--- config.mk ---
export PLATFORM = sky130hd
export DESIGN_NAME = burst_master
export DESIGN_NICKNAME = d
export VERILOG_FILES = /design/src/rtl/bm_pkg.sv /design/src/rtl/bm_word_ptr.sv /design/src/rtl/bm_retry_ctr.sv /design/src/rtl/burst_master.sv
export SDC_FILE = /design/constraint.sdc
export NUM_CORES = 1
export LEC_CHECK = 0
export BUFFER_PORTS_ARGS = -buffer_cell sky130_fd_sc_hd__clkbuf_2
export CORE_MARGIN = 2
export CORE_UTILIZATION = 50
export CTS_BUF_LIST = sky130_fd_sc_hd__clkbuf_4 sky130_fd_sc_hd__clkbuf_8 sky130_fd_sc_hd__clkbuf_16
export CTS_CLUSTER_DIAMETER = 80
export DETAILED_ROUTE_END_ITERATION = 16
export GPL_TIMING_DRIVEN = 0
export PLACE_DENSITY = 0.83
export SYNTH_ARGS = -nofsm -noshare
export SYNTH_HDL_FRONTEND = slang
export SYNTH_SLANG_ARGS = --single-unit
export TNS_END_PERCENT = 1
--- constraint.sdc ---
create_clock -name clk -period 2.7 [get_ports clk]
set_clock_uncertainty 0.05 [all_clocks]
set_input_delay 0.405 -clock clk [delete_from_list [all_inputs] [get_ports clk]]
set_output_delay 0.405 -clock clk [all_outputs]
set_load 0.1 [all_outputs]
--- src/rtl/bm_pkg.sv ---
package bm_pkg;

    typedef enum logic [1:0] {
        ST_IDLE   = 2'd0,
        ST_FETCH  = 2'd1,
        ST_STROBE = 2'd2,
        ST_GAP    = 2'd3
    } bm_state_e;

    typedef enum logic [1:0] {
        END_OK        = 2'b00,
        END_ERR       = 2'b01,
        END_RTY_SPENT = 2'b10
    } bm_end_e;

endpackage

--- src/rtl/bm_word_ptr.sv ---
module bm_word_ptr #(
    parameter int unsigned AW = 30,
    parameter int unsigned LW = 8
) (
    input  logic          clk,
    input  logic          rst,
    input  logic          load,
    input  logic [AW-1:0] load_addr,
    input  logic [LW-1:0] load_len,
    input  logic          step,
    output logic [AW-1:0] addr,
    output logic [LW-1:0] index,
    output logic          last
);

    logic [AW-1:0] addr_d, addr_q;
    logic [LW-1:0] idx_d, idx_q;
    logic [LW-1:0] len_d, len_q;

    always_comb begin
        addr_d = addr_q;
        idx_d  = idx_q;
        len_d  = len_q;
        if (load) begin
            addr_d = load_addr;
            idx_d  = '0;
            len_d  = load_len;
        end else if (step) begin
            addr_d = addr_q + 1'b1;
            idx_d  = idx_q + 1'b1;
        end
    end

    always_ff @(posedge clk) begin
        if (rst) begin
            addr_q <= '0;
            idx_q  <= '0;
            len_q  <= '0;
        end else begin
            addr_q <= addr_d;
            idx_q  <= idx_d;
            len_q  <= len_d;
        end
    end

    assign addr  = addr_q;
    assign index = idx_q;
    assign last  = (idx_q == len_q);

    // The controller must never step past the final word
    assert_step_not_last_R10: assert property (@(posedge clk) disable iff (rst)
        step |-> !last);

endmodule

--- src/rtl/bm_retry_ctr.sv ---
module bm_retry_ctr #(
    parameter int unsigned LIMIT = 3
) (
    input  logic clk,
    input  logic rst,
    input  logic clear,
    input  logic bump,
    output logic spent
);

    localparam int unsigned RW = (LIMIT > 0) ? $clog2(LIMIT + 1) : 1;
    localparam logic [RW-1:0] LIM = RW'(LIMIT);

    logic [RW-1:0] cnt_d, cnt_q;

    always_comb begin
        cnt_d = cnt_q;
        if (clear) begin
            cnt_d = '0;
        end else if (bump && (cnt_q != LIM)) begin
            cnt_d = cnt_q + 1'b1;
        end
    end

    always_ff @(posedge clk) begin
        if (rst) begin
            cnt_q <= '0;
        end else begin
            cnt_q <= cnt_d;
        end
    end

    assign spent = (cnt_q == LIM);

    // A further retry must end the burst rather than count
    assert_no_bump_when_spent_R7: assert property (@(posedge clk) disable iff (rst)
        bump |-> !spent);

endmodule

--- src/rtl/burst_master.sv ---
module burst_master #(
    parameter int unsigned AW        = 30,
    parameter int unsigned DW        = 32,
    parameter int unsigned LW        = 8,
    parameter int unsigned RETRY_MAX = 3
) (
    input  logic          clk,
    input  logic          rst,
    input  logic          cmd_valid,
    output logic          cmd_ready,
    input  logic [AW-1:0] cmd_addr,
    input  logic [LW-1:0] cmd_len,
    input  logic          cmd_write,
    input  logic [DW/8-1:0] cmd_sel,
    input  logic          cmd_lock,
    input  logic          wr_valid,
    output logic          wr_ready,
    input  logic [DW-1:0] wr_data,
    output logic          rd_valid,
    output logic [DW-1:0] rd_data,
    output logic          done,
    output logic [1:0]    done_status,
    output logic [LW-1:0] done_index,
    output logic          bus_cyc,
    output logic          bus_stb,
    output logic          bus_we,
    output logic          bus_lock,
    output logic [AW-1:0] bus_adr,
    output logic [DW/8-1:0] bus_sel,
    output logic [DW-1:0] bus_dat_o,
    input  logic [DW-1:0] bus_dat_i,
    input  logic          bus_ack,
    input  logic          bus_err,
    input  logic          bus_rty
);
    import bm_pkg::*;

    localparam int unsigned SW = DW / 8;

    typedef struct packed {
        bm_state_e     state;
        logic          cyc;
        logic          stb;
        logic          we;
        logic          lock;
        logic          lock_req;
        logic [SW-1:0] sel;
        logic [DW-1:0] dat;
        logic          rd_valid;
        logic [DW-1:0] rd_data;
        logic          done;
        bm_end_e       status;
        logic [LW-1:0] index;
    } regs_t;

    regs_t r_d, r_q;

    logic          ptr_load, ptr_step, ptr_last;
    logic [LW-1:0] ptr_index;
    logic          rty_clear, rty_bump, rty_spent;

    bm_word_ptr #(.AW(AW), .LW(LW)) u_ptr (
        .clk       (clk),
        .rst       (rst),
        .load      (ptr_load),
        .load_addr (cmd_addr),
        .load_len  (cmd_len),
        .step      (ptr_step),
        .addr      (bus_adr),
        .index     (ptr_index),
        .last      (ptr_last)
    );

    bm_retry_ctr #(.LIMIT(RETRY_MAX)) u_rty (
        .clk   (clk),
        .rst   (rst),
        .clear (rty_clear),
        .bump  (rty_bump),
        .spent (rty_spent)
    );

    assign cmd_ready = (r_q.state == ST_IDLE);
    assign wr_ready  = (r_q.state == ST_FETCH);

    always_comb begin
        r_d          = r_q;
        r_d.rd_valid = 1'b0;
        r_d.done     = 1'b0;
        ptr_load     = 1'b0;
        ptr_step     = 1'b0;
        rty_clear    = 1'b0;
        rty_bump     = 1'b0;

        unique case (r_q.state)
            ST_IDLE: begin
                if (cmd_valid) begin
                    ptr_load     = 1'b1;
                    rty_clear    = 1'b1;
                    r_d.we       = cmd_write;
                    r_d.sel      = cmd_sel;
                    r_d.lock_req = cmd_lock;
                    if (cmd_write) begin
                        r_d.state = ST_FETCH;
                    end else begin
                        r_d.state = ST_STROBE;
                        r_d.cyc   = 1'b1;
                        r_d.stb   = 1'b1;
                        r_d.lock  = cmd_lock;
                    end
                end
            end

            ST_FETCH: begin
                if (wr_valid) begin
                    r_d.dat   = wr_data;
                    r_d.state = ST_STROBE;
                    r_d.cyc   = 1'b1;
                    r_d.stb   = 1'b1;
                    r_d.lock  = r_q.lock_req;
                end
            end

            ST_STROBE: begin
                if (bus_err) begin
                    r_d.state  = ST_IDLE;
                    r_d.cyc    = 1'b0;
                    r_d.stb    = 1'b0;
                    r_d.lock   = 1'b0;
                    r_d.done   = 1'b1;
                    r_d.status = END_ERR;
                    r_d.index  = ptr_index;
                end else if (bus_rty) begin
                    if (rty_spent) begin
                        r_d.state  = ST_IDLE;
                        r_d.cyc    = 1'b0;
                        r_d.stb    = 1'b0;
                        r_d.lock   = 1'b0;
                        r_d.done   = 1'b1;
                        r_d.status = END_RTY_SPENT;
                        r_d.index  = ptr_index;
                    end else begin
                        rty_bump  = 1'b1;
                        r_d.stb   = 1'b0;
                        r_d.state = ST_GAP;
                    end
                end else if (bus_ack) begin
                    rty_clear = 1'b1;
                    if (!r_q.we) begin
                        r_d.rd_valid = 1'b1;
                        r_d.rd_data  = bus_dat_i;
                    end
                    if (ptr_last) begin
                        r_d.state  = ST_IDLE;
                        r_d.cyc    = 1'b0;
                        r_d.stb    = 1'b0;
                        r_d.lock   = 1'b0;
                        r_d.done   = 1'b1;
                        r_d.status = END_OK;
                        r_d.index  = ptr_index;
                    end else begin
                        ptr_step = 1'b1;
                        if (r_q.we) begin
                            r_d.stb   = 1'b0;
                            r_d.state = ST_FETCH;
                        end
                    end
                end
            end

            ST_GAP: begin
                r_d.stb   = 1'b1;
                r_d.state = ST_STROBE;
            end

            default: r_d.state = ST_IDLE;
        endcase
    end

    always_ff @(posedge clk) begin
        if (rst) begin
            r_q <= '0;
        end else begin
            r_q <= r_d;
        end
    end

    assign bus_cyc     = r_q.cyc;
    assign bus_stb     = r_q.stb;
    assign bus_we      = r_q.we;
    assign bus_lock    = r_q.lock;
    assign bus_sel     = r_q.sel;
    assign bus_dat_o   = r_q.dat;
    assign rd_valid    = r_q.rd_valid;
    assign rd_data     = r_q.rd_data;
    assign done        = r_q.done;
    assign done_status = r_q.status;
    assign done_index  = r_q.index;

    assert_stb_in_cyc_R2: assert property (@(posedge clk) disable iff (rst)
        bus_stb |-> bus_cyc);

    assert_hold_while_waiting_R3: assert property (@(posedge clk) disable iff (rst)
        (bus_stb && !bus_ack && !bus_err && !bus_rty)
            |=> (bus_stb && $stable(bus_adr) && $stable(bus_sel)));

    assert_read_pulse_only_R4: assert property (@(posedge clk) disable iff (rst)
        rd_valid |-> !bus_we);

    assert_error_abandons_R6: assert property (@(posedge clk) disable iff (rst)
        (bus_stb && bus_err) |=> (!bus_cyc && !bus_lock && done));

    assert_retry_gap_R7: assert property (@(posedge clk) disable iff (rst)
        (bus_stb && bus_rty && !bus_err) |=> !bus_stb);

    assert_lock_in_cyc_R9: assert property (@(posedge clk) disable iff (rst)
        bus_lock |-> bus_cyc);

    assert_status_code_R10: assert property (@(posedge clk) disable iff (rst)
        done |-> (done_status != 2'b11));

    assert_busy_no_cmd_R11: assert property (@(posedge clk) disable iff (rst)
        bus_cyc |-> !cmd_ready);

endmodule

==> Yosys cells after proc, flatten, opt, wreduce, memory -nomap -nowiden <==
Cells that the tools add are included.
{ "classes": {"addsub": 3, "mul": 0, "div": 0, "magnitude_cmp": 0, "eq_ne": 14, "n_shift": 0, "muxes": 46, "n_bitwise": 5, "n_reduce_logical": 17} }
{ "op_table": {"columns": ["operator", "count"], "rows": [
  ["11-bit two-way mux", 6],
  ["30-bit two-way mux", 2],
  ["33-bit two-way mux", 1],
  ["30-bit by 1-bit adder with 30-bit output, second input constant", 1],
  ["1-bit two-way mux", 23],
  ["4-bit two-way mux", 4],
  ["4-bit != test, second input constant", 3],
  ["2-bit two-way mux", 5],
  ["5-bit AND reduction", 2],
  ["3-bit nonzero test", 3],
  ["8-bit by 1-bit adder with 8-bit output, second input constant", 1],
  ["8-bit == test", 1],
  ["2-bit != test, second input constant", 4],
  ["2-bit one-hot mux with 4 select lines", 1],
  ["4-bit AND reduction", 2],
  ["7-bit AND reduction", 1],
  ["2-bit == test, second input constant", 3],
  ["1-bit one-hot mux with 3 select lines", 2],
  ["2-bit OR reduction", 3],
  ["5-bit != test, second input constant", 1],
  ["1-bit inverter", 5],
  ["5-bit OR reduction", 1],
  ["1-bit one-hot mux with 4 select lines", 1],
  ["2-bit AND reduction", 2],
  ["7 further kinds", 7]
]} }
{ "totals": {"register_bits": 135, "latchBits": 0, "ramBits": 0, "mem_bits_ro": 0, "input_bits": 115, "out_inout_bits": 116, "word_cells": 102, "memories": 0} }

==> Depth between registers and ports, before layout <==
{ "logic_depth": {"ltp_word": 8, "mapped_depth": 8, "ltp_nobuf": 7} }

==> Cells and area by module <==
A second synthesis with hierarchy kept.
{ "hier_totals": {"hier_cells": 807, "area_unflattened_um2": 6551.3} }
{ "modules_own_cells": {"columns": ["module", "n_inst", "cells_each", "area_each_um2", "seq_area_each_um2"], "rows": [
  ["burst_master", 1, 482, 3853.7, 1741.7],
  ["bm_word_ptr", 1, 317, 2592.5, 920.9],
  ["bm_retry_ctr", 1, 8, 105.1, 40.0]
]} }

==> Worst setup path after synthesis <==
OpenSTA, ideal clock, no wires.
{ "synth_path": {"kind": "register to register", "startpoint": "register u_ptr.addr_q[15], in the netlist u_ptr.addr[15]", "endpoint": "register u_ptr.addr_q[29], in the netlist u_ptr.addr[29]", "setup_ns": 0.091, "t_arrival_ns": 2.746, "t_required_ns": 2.559, "path_slack_ns": -0.187, "stages_incl_launch_ff": 6, "n_path_buf": 0, "synth_period_minus_slack_ns": 2.887, "path_cell_list": "dfxtp_1 -> nand3_1 -> or4_1 -> or3_1 -> or3_1 -> a311oi_1"} }
{ "synth_via": {"elab_chain_len": 3} }
{ "synth_rtl": {"columns": ["item", "line", "rtl"], "rows": [
  ["start: declaration", "bm_word_ptr.sv:16", "logic [AW-1:0] addr_d, addr_q;"],
  ["start signal: assignment", "bm_word_ptr.sv:40", "addr_q <= addr_d;"],
  ["30-bit by 1-bit adder with 30-bit output", "bm_word_ptr.sv:29", "addr_d = addr_q + 1'b1;"],
  ["30-bit two-way mux", "bm_word_ptr.sv:28", "end else if (step) begin"],
  ["30-bit two-way mux", "bm_word_ptr.sv:24", "if (load) begin"]
]} }
Every way passes these cells. The select of a mux whose other input is x is not followed.
A chain may end at the register's enable or synchronous reset.

==> Worst setup path in the final report <==
{ "layout_path": {"startpoint": "register r_q[85] (netlist name)", "endpoint": "register u_ptr.addr_q[16], in the netlist u_ptr.addr[16]"} }
{ "layout_via": {"elab_chain_len": 3, "elab_cells_between_ends": 6, "classes_between": "eq/ne (1); mux (3); reduce/logical (2)"} }
{ "layout_rtl": {"columns": ["item", "line", "rtl"], "rows": [
  ["start: declaration", "burst_master.sv:56", "regs_t r_d, r_q;"],
  ["start signal: assignment", "burst_master.sv:183", "r_q <= r_d;"],
  ["2-bit == test or 2-bit zero test (tied branches)", "burst_master.sv:94", "unique case (r_q.state)"],
  ["1-bit two-way mux", "burst_master.sv:94", null],
  ["2-bit nonzero test (no source line) or 30-bit two-way mux (tied branches)", null, null]
]} }
Several ways; a longest one is shown, not always the timed one.

==> results.json <==
{
  "grt_pass1_vias": 5570,
  "antennaDiodeCount": 0,
  "wl_met1_microns": 7310,
  "reg2reg_depth": 8,
  "grt_max_degree": 17,
  "wl_met3_microns": 1610,
  "drtIter0Drc": 343,
  "routabilityCongestion": 0.875,
  "yosys.cell_types.count": 57,
  "slew_headroom_pct": 54.1,
  "synth_warnings": 0,
  "grt_pass1_wl_microns": 26500,
  "antenna_found_initial": 0,
  "viasPerCell": 5.12,
  "globalRouteOverflowTotal": 0,
  "crit_fanout": 10,
  "num_vias": 6255,
  "syn_area_sq_mm": 0.00641,
  "hpwl_microns": 13300,
  "rows": 41,
  "drive_above_1_share_pct": 34.9,
  "p_per_area_mw_per_mm2": 904,
  "grt_use_total_pct": 25.0,
  "finalHoldViolCount": 0,
  "synthesis.nets": 912,
  "cts_max_path_buffers": 2,
  "cts_made_buffers": 17,
  "power_w": 0.00759,
  "crit_end": "u_ptr.addr[16]",
  "core_sq_mm": 0.0126,
  "r2r_end": "u_ptr.addr[16]",
  "drc": 0,
  "nets": 1160,
  "rsz0062_at_grt": "false",
  "final_common_cell": "clkbuf_2",
  "synth_cells": 790,
  "status": "finished clean",
  "leakagePower_nw": 3.58,
  "startpoint": "r_q[85]",
  "combPwrFrac_pct": 37.2,
  "insertion_delay_ps": 410,
  "wl_per_cell_microns": 14.3,
  "antenna_left": 0,
  "required_ps": 2960,
  "design.portCount": 231,
  "die_h_microns": 117,
  "syn_area_per_cell_sq_um": 8.12,
  "start_util_pct": 51.0,
  "p_switching_w": 0.00325,
  "drv_cap": 0,
  "topRoutingLayerUsed": "met4",
  "ys_async_sr_fraction_pct": 0,
  "postPlaceCellArea_sq_mm": 0.00779,
  "synthSimpleGateAreaFrac_pct": 21.1,
  "min_from": "cmd_addr[25]",
  "setup_ws_ps": 113,
  "root_buffer": "clkbuf_16",
  "switching_share_pct": 42.8,
  "yosysSeqAreaShare_pct": 42.1,
  "r2r_setup_slack_ps": 110,
  "synth_mux_area_share_pct": 1.29,
  "cts.sinks": 135,
  "synthAdderAreaFrac_pct": 1.37,
  "synth_edf_count": 0,
  "seq_power_share_pct": 31.9,
  "wl_met2_microns": 8170,
  "ys_seq_elements": 135,
  "min_period_over_period_pct": 95.8,
  "arrival_ps": 2850,
  "synth_flop_cell": "dfxtp_1",
  "utilization_pct": 66.8,
  "crit_type": "flip-flop to flip-flop",
  "end_kind": "flip-flop",
  "path_clk_slew_ps": 60,
  "clkPwrFrac_pct": 30.9,
  "stdcell_area_sq_mm": 0.00840,
  "cts_tree": "yes",
  "htree_levels": 4,
  "finalSetupViolations": 0,
  "drv_slew": 0,
  "ir_drop_uv": 747,
  "cts_hold_buf": 0,
  "die_area_sq_mm": 0.0137,
  "clock.fmax_mhz": 386,
  "synth_xor_area_share_pct": 3.82,
  "hp-class": "primary input to flip-flop",
  "cp-start-kind": "flip-flop",
  "p_int_w": 0.00434,
  "place.port_buffers": 229,
  "area_delta_synth_final_pct": 31.0,
  "layout_common_cells": "230 x clkbuf_2, 176 x nand2_1, 125 x dfxtp_1",
  "drt_pass1_iterations": 4,
  "die-width_microns": 117,
  "worst_pin_slew_ps": 679,
  "reg2reg_from": "r_q[85]",
  "synth_top_family_by_area": "simple AND/OR/NAND/NOR gates",
  "routed_wl_microns": 17500,
  "synth_compound_area_share_pct": 17.3,
  "pre_cts_slack_ps": 39.1,
  "final.min_clock_period_ps": 2590
}
==> logic make-up (layout without fill, tap and decap cells) <==
kind of cell,Yosys count,after routing
simple gates,298,298
compound gates,175,175
buf+inv,139,399
flops,135,135
xor+xnor,28,28
mux,8,8
fa+ha+maj,7,7
==> worst min-delay path by stage <==
stage | endpoint | depth (start not counted)
2_1_floorplan | r_q[80] | 2
3_3_place_gp | bus_dat_o[6] | 2
3_5_place_dp | rd_data[26] | 2
4_1_cts | u_ptr.addr[27] | 3
5_1_grt | bus_dat_o[8] | 3
6_report | u_ptr.addr[25] | 3
==> through the flow <==
step	hold WS, ps	setup TNS (ps)	instances
5_1_grt	137	0	1222
6_report	150	0	1222
2_1_floorplan	387	-50.4	790
3_3_place_gp	392	0	1191
3_5_place_dp	397	0	1191
4_1_cts	132	0	1222
==> layer usage <==
metal	track usage, %	vias up
li1	-	3151
met1	30.8	2812
met2	40.7	264
met3	7.72	28
met4	10.1	0
met5	0	-
==> area by class of cell <==
cell class	count	area (sq um)
sequential	135	2720
tap	172	215
clock buffer	20	460
timing repair buffer	229	1150
buffer	126	779
inverter	13	48.8
multi-input combinational	516	2890
clock inverter	11	149
fill	1070	4170
==> Yosys cell counts, types with 6 or more instances <==
cell      count  area (sq um)
nand2_1     176           661
dfxtp_1     135          2700
a21oi_1      87           435
buf_4        78           586
nor2_1       40           150
clkbuf_1     38           143
xnor2_1      26           228
a211oi_1     20           150
o21ai_0      17          85.1
a311oi_1     15           131
nand3_1      14          70.1
inv_1        13          48.8
or3_1        11          68.8
nand4_1      10          62.6
a22o_1        8          70.1
nor3_1        8          40.0
ha_1          7          87.6
or4_1         7          52.6
mux2i_1       6          60.1
==> power by group through the flow <==
stage          sequential, W  combinational [W]  clock (W)
6_report             0.00242            0.00282    0.00235
5_1_grt              0.00245            0.00298    0.00248
4_1_cts              0.00242            0.00281    0.00240
3_5_place_dp         0.00246            0.00280          0
3_3_place_gp         0.00245            0.00278          0
2_1_floorplan        0.00326            0.00145          0
==> critical path: stages (launching register included) <==
cell and delay [ps]:
dfxtp_1 330, inv_1 120, ha_2 270, and4bb_2 330
and4_1 230, o21ai_0 160, clkbuf_2 250, or4_1 490
a311oi_1 260
==> state kept, by name (all words and copies together), names as in the netlist, 2 cells and up <==
signal	flops
u_rty.cnt_q	2
rd_data	32
r_q	3
bus_sel	4
u_ptr.addr	30
done_status	2
u_ptr.index	8
done_index	8
u_ptr.len_q	8
bus_dat_o	32
==> timing repair <==
action	4_1_cts	5_1_grt
endpoints found under the setup margin	0	3
setup buffers	0	0
resized for setup	0	3
Power figures use the tool's default switching activity.
